==> src/rtl/eep_pkg.sv <==
package eep_pkg;

  localparam logic [6:0] BUS_BASE = 7'h50;

  typedef enum logic [2:0] {
    X_IDLE, X_CUR_RD, X_ADR_HI, X_ADR_LO, X_DATA0, X_RD_SEQ, X_WR_SEQ
  } xfer_state_t;

  typedef enum logic [2:0] {
    L_IDLE, L_ADDR, L_RECV, L_ACKO, L_SEND, L_ACKI
  } link_state_t;

  function automatic int page_bytes(input int kbit);
    if (kbit <= 2)        return 8;
    else if (kbit <= 16)  return 16;
    else if (kbit <= 64)  return 32;
    else if (kbit <= 256) return 64;
    else if (kbit <= 512) return 128;
    else                  return 256;
  endfunction

  function automatic int sel_bits(input int kbit);
    case (kbit)
      4:        return 2;
      8:        return 1;
      16:       return 0;
      128, 256: return 2;
      512:      return 2;
      1024:     return 1;
      default:  return 3;
    endcase
  endfunction

  function automatic int borrow_bits(input int kbit);
    case (kbit)
      4:       return 1;
      8:       return 2;
      16:      return 3;
      1024:    return 1;
      default: return 0;
    endcase
  endfunction

  function automatic bit two_byte_addr(input int kbit);
    return kbit >= 32;
  endfunction

endpackage

==> src/rtl/eep_pin_sync.sv <==
module eep_pin_sync #(
  parameter int STAGES = 2
) (
  input  logic clk,
  input  logic rst_n,
  input  logic scl_i,
  input  logic sda_i,
  output logic scl_rise,
  output logic scl_fall,
  output logic sda_lvl,
  output logic start_det,
  output logic stop_det
);
  logic [STAGES:0] scl_p, sda_p;

  always_ff @(posedge clk) begin
    if (!rst_n) begin
      scl_p <= '1;
      sda_p <= '1;
    end else begin
      scl_p <= {scl_p[STAGES-1:0], scl_i};
      sda_p <= {sda_p[STAGES-1:0], sda_i};
    end
  end

  logic scl_now, scl_old, sda_now, sda_old;
  assign scl_now = scl_p[STAGES-1];
  assign scl_old = scl_p[STAGES];
  assign sda_now = sda_p[STAGES-1];
  assign sda_old = sda_p[STAGES];

  assign scl_rise  = scl_now & ~scl_old;
  assign scl_fall  = ~scl_now & scl_old;
  assign sda_lvl   = sda_now;
  assign start_det = scl_now & scl_old & sda_old & ~sda_now;
  assign stop_det  = scl_now & scl_old & ~sda_old & sda_now;
endmodule

==> src/rtl/eep_link.sv <==
module eep_link
  import eep_pkg::*;
#(
  parameter int          HI_BITS  = 1,
  parameter int          SEL_BITS = 2,
  parameter logic [2:0]  CS_STRAP = 3'b000
) (
  input  logic        clk,
  input  logic        rst_n,
  input  logic        scl_rise,
  input  logic        scl_fall,
  input  logic        sda_lvl,
  input  logic        start_det,
  input  logic        stop_det,
  output logic        ev_wr_start,
  output logic        ev_rd_start,
  output logic        ev_stop,
  output logic [2:0]  dev_lo,
  output logic        wr_valid,
  output logic [7:0]  wr_data,
  input  logic        wr_ack,
  output logic        rd_req,
  input  logic [7:0]  rd_data,
  output logic        sda_oe,
  output link_state_t lstate
);
  localparam logic [6:0] DONT = 7'((1 << HI_BITS) - 1);
  localparam logic [6:0] SELM = 7'((1 << SEL_BITS) - 1);
  localparam logic [6:0] MINE = BUS_BASE | ((7'(CS_STRAP) & SELM) << HI_BITS);

  link_state_t ls;
  logic [3:0]  cnt;
  logic [6:0]  sh;
  logic        ack_pend, ack_ph, to_tx, mack;

  logic [7:0] rx;
  logic       byte_done, match, edge_ok;

  assign rx        = {sh, sda_lvl};
  assign byte_done = scl_rise && (cnt == 4'd7);
  assign match     = ((rx[7:1] | DONT) == (MINE | DONT));
  assign edge_ok   = !start_det && !stop_det;

  assign ev_wr_start = edge_ok && ls == L_ADDR && byte_done && match && !rx[0];
  assign ev_rd_start = edge_ok && ls == L_ADDR && byte_done && match && rx[0];
  assign ev_stop     = stop_det;
  assign dev_lo      = rx[3:1];
  assign wr_valid    = edge_ok && ls == L_RECV && byte_done;
  assign wr_data     = rx;
  assign rd_req      = edge_ok && scl_fall &&
                       ((ls == L_ACKO && ack_ph && ack_pend && to_tx) ||
                        (ls == L_ACKI && mack));
  assign lstate      = ls;

  always_ff @(posedge clk) begin
    if (!rst_n) begin
      ls       <= L_IDLE;
      cnt      <= '0;
      sh       <= '0;
      sda_oe   <= 1'b0;
      ack_pend <= 1'b0;
      ack_ph   <= 1'b0;
      to_tx    <= 1'b0;
      mack     <= 1'b0;
    end else if (start_det) begin
      ls     <= L_ADDR;
      cnt    <= '0;
      sda_oe <= 1'b0;
    end else if (stop_det) begin
      ls     <= L_IDLE;
      sda_oe <= 1'b0;
    end else begin
      case (ls)
        L_ADDR, L_RECV: if (scl_rise) begin
          sh <= {sh[5:0], sda_lvl};
          if (cnt == 4'd7) begin
            cnt    <= '0;
            ack_ph <= 1'b0;
            if (ls == L_ADDR) begin
              ack_pend <= match;
              to_tx    <= rx[0];
              ls       <= match ? L_ACKO : L_IDLE;
            end else begin
              ack_pend <= wr_ack;
              to_tx    <= 1'b0;
              ls       <= L_ACKO;
            end
          end else begin
            cnt <= cnt + 4'd1;
          end
        end
        L_ACKO: if (scl_fall) begin
          if (!ack_ph) begin
            sda_oe <= ack_pend;
            ack_ph <= 1'b1;
          end else if (!ack_pend) begin
            sda_oe <= 1'b0;
            ls     <= L_IDLE;
          end else if (to_tx) begin
            sh     <= rd_data[6:0];
            sda_oe <= ~rd_data[7];
            cnt    <= '0;
            ls     <= L_SEND;
          end else begin
            sda_oe <= 1'b0;
            cnt    <= '0;
            ls     <= L_RECV;
          end
        end
        L_SEND: begin
          if (scl_rise) cnt <= cnt + 4'd1;
          if (scl_fall) begin
            if (cnt == 4'd8) begin
              sda_oe <= 1'b0;
              ls     <= L_ACKI;
            end else begin
              sda_oe <= ~sh[6];
              sh     <= {sh[5:0], 1'b0};
            end
          end
        end
        L_ACKI: begin
          if (scl_rise) mack <= ~sda_lvl;
          if (scl_fall) begin
            if (mack) begin
              sh     <= rd_data[6:0];
              sda_oe <= ~rd_data[7];
              cnt    <= '0;
              ls     <= L_SEND;
            end else begin
              ls <= L_IDLE;
            end
          end
        end
        default: ;
      endcase
    end
  end
endmodule

==> src/rtl/eep_xfer.sv <==
module eep_xfer
  import eep_pkg::*;
#(
  parameter int MEM_BYTES = 512,
  parameter int AW        = 9,
  parameter int PAGE      = 16,
  parameter int HI_BITS   = 1,
  parameter bit TWO       = 1'b0
) (
  input  logic          clk,
  input  logic          rst_n,
  input  logic          ev_wr_start,
  input  logic          ev_rd_start,
  input  logic          ev_stop,
  input  logic [2:0]    dev_lo,
  input  logic          wr_valid,
  input  logic [7:0]    wr_data,
  output logic          wr_ack,
  input  logic          rd_req,
  output logic [7:0]    rd_data,
  input  logic          wp_i,
  output xfer_state_t   xstate,
  output logic [AW-1:0] xaddr
);
  localparam logic [2:0]    HMASK = 3'((1 << HI_BITS) - 1);
  localparam int            SHIFT = TWO ? 16 : 8;
  localparam logic [AW-1:0] PMASK = AW'(PAGE - 1);

  xfer_state_t   st;
  logic [AW-1:0] addr;
  logic [7:0]    mem [MEM_BYTES];

  logic          in_write, mem_we;
  logic [AW-1:0] start_addr, page_next;

  assign in_write   = (st == X_DATA0) || (st == X_WR_SEQ);
  assign mem_we     = wr_valid && in_write && !wp_i;
  assign start_addr = AW'(dev_lo & HMASK) << SHIFT;
  assign page_next  = (addr & ~PMASK) | ((addr + AW'(1)) & PMASK);
  assign wr_ack     = (st == X_ADR_HI) || (st == X_ADR_LO) || in_write;
  assign rd_data    = ((st == X_CUR_RD) || (st == X_RD_SEQ)) ? mem[addr] : 8'h00;
  assign xstate     = st;
  assign xaddr      = addr;

  always_ff @(posedge clk) begin
    if (mem_we) mem[addr] <= wr_data;
  end

  always_ff @(posedge clk) begin
    if (!rst_n) begin
      st   <= X_IDLE;
      addr <= '0;
    end else if (ev_stop) begin
      st <= X_IDLE;
    end else if (ev_wr_start) begin
      if (st == X_IDLE) begin
        addr <= start_addr;
        st   <= TWO ? X_ADR_HI : X_ADR_LO;
      end else begin
        st <= X_IDLE;
      end
    end else if (ev_rd_start) begin
      case (st)
        X_IDLE:  st <= X_CUR_RD;
        X_DATA0: st <= X_RD_SEQ;
        default: st <= X_IDLE;
      endcase
    end else if (wr_valid) begin
      case (st)
        X_ADR_HI: begin
          addr <= addr | (AW'(wr_data) << 8);
          st   <= X_ADR_LO;
        end
        X_ADR_LO: begin
          addr <= addr | AW'(wr_data);
          st   <= X_DATA0;
        end
        X_DATA0, X_WR_SEQ: begin
          addr <= page_next;
          st   <= X_WR_SEQ;
        end
        default: st <= X_IDLE;
      endcase
    end else if (rd_req) begin
      case (st)
        X_CUR_RD: st <= X_IDLE;
        X_RD_SEQ: addr <= addr + AW'(1);
        default:  st <= X_IDLE;
      endcase
    end
  end
endmodule

==> src/rtl/i2c_eeprom_target.sv <==
module i2c_eeprom_target
  import eep_pkg::*;
#(
  parameter int         MEM_KBIT = 4,
  parameter logic [2:0] CS_STRAP = 3'b001
) (
  input  logic clk,
  input  logic rst_n,
  input  logic scl_i,
  input  logic sda_i,
  input  logic wp_i,
  output logic sda_oe
);
  localparam int MEM_BYTES = MEM_KBIT * 128;
  localparam int AW        = $clog2(MEM_BYTES);
  localparam int PAGE      = page_bytes(MEM_KBIT);
  localparam int HI_BITS   = borrow_bits(MEM_KBIT);
  localparam int SEL_BITS  = sel_bits(MEM_KBIT);
  localparam bit TWO       = two_byte_addr(MEM_KBIT);

  logic scl_rise, scl_fall, sda_lvl, start_det, stop_det;
  logic ev_wr_start, ev_rd_start, ev_stop, wr_valid, wr_ack, rd_req;
  logic [2:0]    dev_lo;
  logic [7:0]    wr_data, rd_data;
  xfer_state_t   xst;
  link_state_t   lst;
  logic [AW-1:0] xaddr;

  eep_pin_sync #(.STAGES(2)) u_sync (
    .clk(clk), .rst_n(rst_n), .scl_i(scl_i), .sda_i(sda_i),
    .scl_rise(scl_rise), .scl_fall(scl_fall), .sda_lvl(sda_lvl),
    .start_det(start_det), .stop_det(stop_det)
  );

  eep_link #(.HI_BITS(HI_BITS), .SEL_BITS(SEL_BITS), .CS_STRAP(CS_STRAP)) u_link (
    .clk(clk), .rst_n(rst_n), .scl_rise(scl_rise), .scl_fall(scl_fall),
    .sda_lvl(sda_lvl), .start_det(start_det), .stop_det(stop_det),
    .ev_wr_start(ev_wr_start), .ev_rd_start(ev_rd_start), .ev_stop(ev_stop),
    .dev_lo(dev_lo), .wr_valid(wr_valid), .wr_data(wr_data), .wr_ack(wr_ack),
    .rd_req(rd_req), .rd_data(rd_data), .sda_oe(sda_oe), .lstate(lst)
  );

  eep_xfer #(.MEM_BYTES(MEM_BYTES), .AW(AW), .PAGE(PAGE), .HI_BITS(HI_BITS), .TWO(TWO)) u_xfer (
    .clk(clk), .rst_n(rst_n), .ev_wr_start(ev_wr_start), .ev_rd_start(ev_rd_start),
    .ev_stop(ev_stop), .dev_lo(dev_lo), .wr_valid(wr_valid), .wr_data(wr_data),
    .wr_ack(wr_ack), .rd_req(rd_req), .rd_data(rd_data), .wp_i(wp_i),
    .xstate(xst), .xaddr(xaddr)
  );
endmodule

==> config.mk <==
export PLATFORM = sky130hd
export DESIGN_NAME = i2c_eeprom_target
export DESIGN_NICKNAME = d
export VERILOG_FILES = /design/src/rtl/eep_pkg.sv /design/src/rtl/eep_pin_sync.sv /design/src/rtl/eep_link.sv /design/src/rtl/eep_xfer.sv /design/src/rtl/i2c_eeprom_target.sv
export SDC_FILE = /design/constraint.sdc
export NUM_CORES = 2
export LEC_CHECK = 0
export BUFFER_PORTS_ARGS = -buffer_cell sky130_fd_sc_hd__buf_2
export CAP_MARGIN = 20
export CORE_MARGIN = 4
export CORE_UTILIZATION = 63
export DETAILED_ROUTE_END_ITERATION = 6
export HOLD_SLACK_MARGIN = 0.08
export PLACE_DENSITY = 0.76
export SYNTH_ARGS = -nofsm -noshare
export SYNTH_HDL_FRONTEND = slang
export SYNTH_HIERARCHICAL = 1
export SYNTH_SLANG_ARGS = --single-unit
==> constraint.sdc <==
create_clock -name clk -period 12.1 [get_ports clk]
set_input_delay 1.815 -clock clk [delete_from_list [all_inputs] [get_ports clk]]
set_output_delay 1.815 -clock clk [all_outputs]
set_load 0.005 [all_outputs]
---- Word level (Yosys, flattened, before mapping) ----
Memories as Yosys holds them, arrays and structs flattened. A register that Yosys moved wholly into a read port is not among the register bits.
Cells that the tools add are included.
word-level totals
  register bits after elaboration ......... 37
  RAM bits ................................ 4096
  input port bits ......................... 5
  output and inout port bits .............. 1
  logic and storage cells ................. 190
  memories kept ........................... 1
memory list
  memory      words  width  read ports  clocked after Yosys merged registers in  write ports  RTL line        text
  u_xfer.mem  512    8      1           1                                        1            eep_xfer.sv:31  logic [7:0] mem [MEM_BYTES];
cells by class
  add/sub/neg operators ................... 2
  eq/ne operators ......................... 37
  muxes and demuxes ....................... 69
  bitwise gates (word level) .............. 19
  reduce and logical (&&, ||, !) cells .... 49
operators by type and width
  cell                   number
  $mux W9                8
  $mux W7                9
  $mux W3                16
  $mux W4                8
  $ne A4 B1 Y1 const B   7
  $pmux W7 S4            1
  $pmux W9 S3            1
  $ne A2 B1 Y1 const B   12
  $logic_and A1 B1 Y1    17
  $mux W1                17
  $pmux W4 S4            1
  $reduce_and A8 Y1      2
  $eq A3 B3 Y1 const B   5
  $eq A3 B2 Y1 const B   4
  $pmux W3 S4            1
  $reduce_and A12 Y1     1
  $reduce_and A6 Y1      2
  $reduce_and A5 Y1      2
  $add A9 B1 Y9 const B  1
  $not A1 Y1             9
  $or A9 B4 Y9           1
  $or A9 B8 Y9           1
  $or A9 B9 Y9           1
  $pmux W3 S3            1
  other kinds (26)       48

---- Depth between registers and ports, before layout ----
  depth in word-level cells ............... 13
  gate-level depth with buffers ........... 19
  depth with buffers taken out ............ 12

---- Hierarchy ----
Netlist, hierarchy kept.
modules (own cells, without submodules)
  module        instances  cells an instance  area each (um^2)  sequential area each (um^2)
  eep_xfer      1          7589               159693.2          123418.4
  eep_link      1          179                1438.9            380.4
  eep_pin_sync  1          16                 190.2             120.1

---- Worst setup path before layout ----
Ideal clock, no wire load.
  path kind ............................... flip-flop to flip-flop
  start point ............................. register u_link.sh[6]
  end point ............................... register (tool-made name)
  library setup time ...................... 121 ps
  arrival time ............................ 8903 ps
  required time ........................... 11979 ps
  setup slack ............................. 3075 ps
  cell stages (with the launch flop) ...... 11
  buffers on the path ..................... 2
  period minus slack after synthesis ...... 9025 ps
  cells stage by stage .................... dfxtp_1 nand4bb_1 nor3b_1 nand2_1 nor2_1 clkbuf_1 a21oi_1 o21ai_1 clkbuf_1 nor2_1 o221a_2
RTL lines
  element                 RTL line         text
  from (decl)             eep_link.sv:33   logic [6:0] sh;
  from (signal assigned)  eep_link.sv:75   sh <= {sh[5:0], sda_lvl};
  from (signal assigned)  eep_link.sv:100  sh <= rd_data[6:0];
  from (signal assigned)  eep_link.sv:118  sh <= {sh[5:0], 1'b0};

==> summary.txt <==
Route
  – Avg WL per Cell: 34.42 µm
  – Post-DRT Antenna Nets: 0
  – WL final: 397,200 µm
  – DR vias: 81,850
  – DRC: 0
  – Initial DRC count: 12,540
  – DRT Pass-1 Iters: 6
  – Vias per Instance: 7.093

Power
  – Comb pwr share: 0.2%
  – Worst ir drop on vdd: 0.1864 mV
  – P_leak: 54.57 nW
  – PwrDens: 157.4 nW/µm²
  – Switching Power: 5.239 mW
  – Clock power share: 44.1%
  – Power share of the sequential group: 55.7%
  – Internal power: 22.72 mW
  – Net Sw Frac: 18.74%

Job
  – Max cap viols: 0

Clock tree
  – CTS hold repair buffers: 0
  – Clock sink total: 4,142
  – Clock slew at reported path FFs: 0.06 ns
  – Num CTS Buffers: 413
  – Worst-Skew Late Latency: 1.02 ns
  – Clock H-tree levels: 5
  – Post-CTS resize count: 0
  – Worst-case clock buffer depth: 4
  – Setup Fix Bufs, Post-CTS: 0
  – Clk root buf: clkbuf_16
  – CTS tree: yes

Placement
  – Gpl congestion: 0.8788
  – Placed insts: 10,800
  – Post-DP HPWL: 225,800 µm
  – Buffers on Ports: 5

Floorplan
  – Die X: 514.0 µm
  – Core ar.: 254,400 µm²
  – Initial Util: 63.42%
  – # IOs: 6
  – # rows: 185
  – Die area: 264,200 µm²
  – Die height: 514.0 µm

Critical path
  – WP data required: 12.99 ns
  – Critical Path Sink Type: flip-flop
  – Crit-path max FO: 112
  – CP Buf/Inv Count: 3
  – Slowest cell delay on critical path: 0.75 ns
  – WP depth: 15
  – Crit path DAT: 6.75 ns
  – R2R cell count: 15
  – Most used cell along the critical path: a21oi_1
  – Worst setup SP type: flip-flop
  – Cell Chain, Critical Path: buf_12, buf_12, buf_4, mux4_2, mux2i_1, a22oi_1, o211ai_1, a21oi_1, a22oi_1, o221ai_1, nand2_1, nor2_1, a21oi_1, a21oi_1, a41o_1
  – Crit path max-delay family: compound AO/OA/AOI/OAI gates
  – Slowest-stage cell, CP: buf_4
  – WS Path Type: reg2reg

STA
  – Max frequency: 170.7 MHz
  – Worst Skew: 0.07488 ns
  – Unrepaired setup endpoints after global routing: false
  – Minimum clock period after layout: 5.858 ns
  – Setup TNS Final: 0 ns
  – Final Max Slew Viols: 0
  – Final hold violation count: 0
  – Max-slew headroom: 20.02%
  – Final Setup Violations: 0
  – Worst Tran Pin Value: 1.185 ns
  – Final period utilization: 48.41%

Global route
  – First-pass GRT wire length: 578,900 µm
  – Initial antenna violation count: 19
  – Vias in the first global route: 81,660
  – GR Util All Layers: 30.24%
  – Largest net degree at the start of global routing: 237
  – Congestion Overflow GR: 0

Finish
  – Multi-input gate area: 34,900 µm²
  – Final Non-Filler Cells: 11,540
  – Reg area: 124,000 µm²
  – Layout cells sized above 1: 21.41%
  – Area growth, synth to finish: 10.13%
  – Fillers: 14,490
  – Fin nets: 7,869

Logic synthesis
  – Mapped Nets: 7,795
  – Sequential area share after synthesis: 76.81%
  – Seq cells post-synth: 4,142
  – Syn_area_per_cell: 20.72 µm²
  – EDFF count, synth: 4,096
  – Synth unique cells: 85
  – Cell area after synthesis: 161,300 µm²
  – Synthesized instance count: 7,784
  – Async set-reset flop share out of synthesis: 0%
  – Yosys warns: 6
  – Synth Flop Type: edfxtp_1

Min path
  – HP Class: reg2reg
  – Hold Path Cell Cnt: 1

Outcome
  – Outcome: finished clean
-- path summary, 6_finish.rpt --
path,startpoint,endpoint,slack (ns)
worst max-delay path,flip-flop,u_link/sh[0]$_SDFFE_PN0P_,6.24
worst min-delay path,u_sync/sda_p[0]$_SDFF_PN1_,u_sync/sda_p[1]$_SDFF_PN1_,0.43
worst max register to register,flip-flop,u_link/sh[0]$_SDFFE_PN0P_,6.24
worst min register to register,u_sync/sda_p[0]$_SDFF_PN1_,u_sync/sda_p[1]$_SDFF_PN1_,0.43
-- cell usage in the layout (no fill, tap or decap), drive strengths merged, types with 12 or more instances in the layout --
master and count:
o211ai 27, clkinvlp 12, bufinv 37, and2 12
a21oi 157, mux4 886, edfxtp 4096, inv 22
a22oi 93, or4 15, a221oi 49, nor2b 19
a31oi 12, nor4 12, o221ai 116, and3 13
o311ai 19, clkbuf 511, clkinv 161, nand3 26
nand2b 28, mux2i 374, nor2 578, o22a 16
dfxtp 46, o32ai 25, a22o 41, nand2 164
nor3 43, buf 162, mux2 44, a221o 16
o22ai 147, o21ai 85
-- synthesized netlist by cell type (all sizes together), types with 8 or more instances --
cell       n  area share (%)
nand2b    28            0.11
a221oi    49            0.33
a22oi     93            0.44
a221o     16           0.099
clkbuf   260            0.60
inv       15           0.035
dfxtp     46            0.57
nor2b     19           0.074
o311ai    19            0.10
nand2    164            0.38
o22ai    147            0.57
o32ai     25            0.14
edfxtp  4096              76
nor4      12           0.047
nor3      43            0.13
a21oi    157            0.49
or4       15           0.084
nor2     578             1.3
buf      244             1.1
o211ai    27            0.13
nand4     10           0.039
mux4     886              12
a311oi     9           0.057
o22a      16           0.087
nor3b      8           0.043
and2      12           0.048
o21ai     85            0.27
mux2i    374             2.3
mux2      44            0.31
o221ai   116            0.63
nand3     26           0.081
a22o      41            0.22
a31oi     12           0.047
and3      13           0.050
-- per-layer routing --
metal | routed length (µm) | global-route usage (%)
met1 | 141200 | 42.81
met5 | 221 | 0
met4 | 17740 | 11.73
met2 | 186200 | 45.92
met3 | 51730 | 8.246
-- cell families (layout without fill, tap and decap cells) --
logic type / count (synthesis) / count (layout) / synth area share (%)
adders and majority gates: 6 / 6 / 0.04653
muxes: 1304 / 1304 / 15.00
AOI/OAI and AO/OA: 854 / 854 / 3.852
buffers and inverters: 520 / 906 / 1.701
DFF: 4142 / 4142 / 76.81
and+or+nand+nor: 958 / 958 / 2.590
other: 0 / 4 / 0
-- through the flow --
step	worst slack, ns	total power, mW	util [%]	area [µm²]	hold slack [ns]
after floorplan	3.075	15.91	-	161300	0.3863
after global placement	6.280	15.92	64.65	164500	0.3983
after detailed placement	6.365	15.93	64.67	164500	0.4090
after CTS	6.271	28.07	69.76	177500	0.4325
after global routing	5.915	28.73	69.84	177700	0.4645
final	6.242	27.96	69.84	177700	0.4260
-- registers in the layout, summed over array words and instances, names as in the netlist, named ones only --
signal,cells
u_sync/sda_p,3
u_link/sda_oe,1
u_link/cnt,4
u_link/mack,1
u_sync/scl_p,3
u_xfer/xaddr,9
u_link/ack_pend,1
u_xfer/xstate,3
u_link/lstate,3
u_link/to_tx,1
u_xfer/mem,4096
u_link/ack_ph,1
u_link/sh,7
-- cell type report --
type	count	area share (%)
diodes	4	0.005634
clock buffers	511	6.148
clock inverters	216	1.135
inverters	16	0.03733
multi-input cells	3122	19.65
flip-flops and latches	4142	69.78
well taps	3366	2.371
repair buffers	163	0.8810
-- power by group through the flow --
stage                     Clock [mW]  Combinational [mW]  Sequential [mW]
after floorplan                    0              0.0243             15.9
after global routing            13.1              0.0601             15.6
after detailed placement           0              0.0548             15.9
after CTS                       12.4              0.0549             15.6
after global placement             0              0.0512             15.9
final                           12.3              0.0567             15.6
Power figures use the tool's default switching activity.
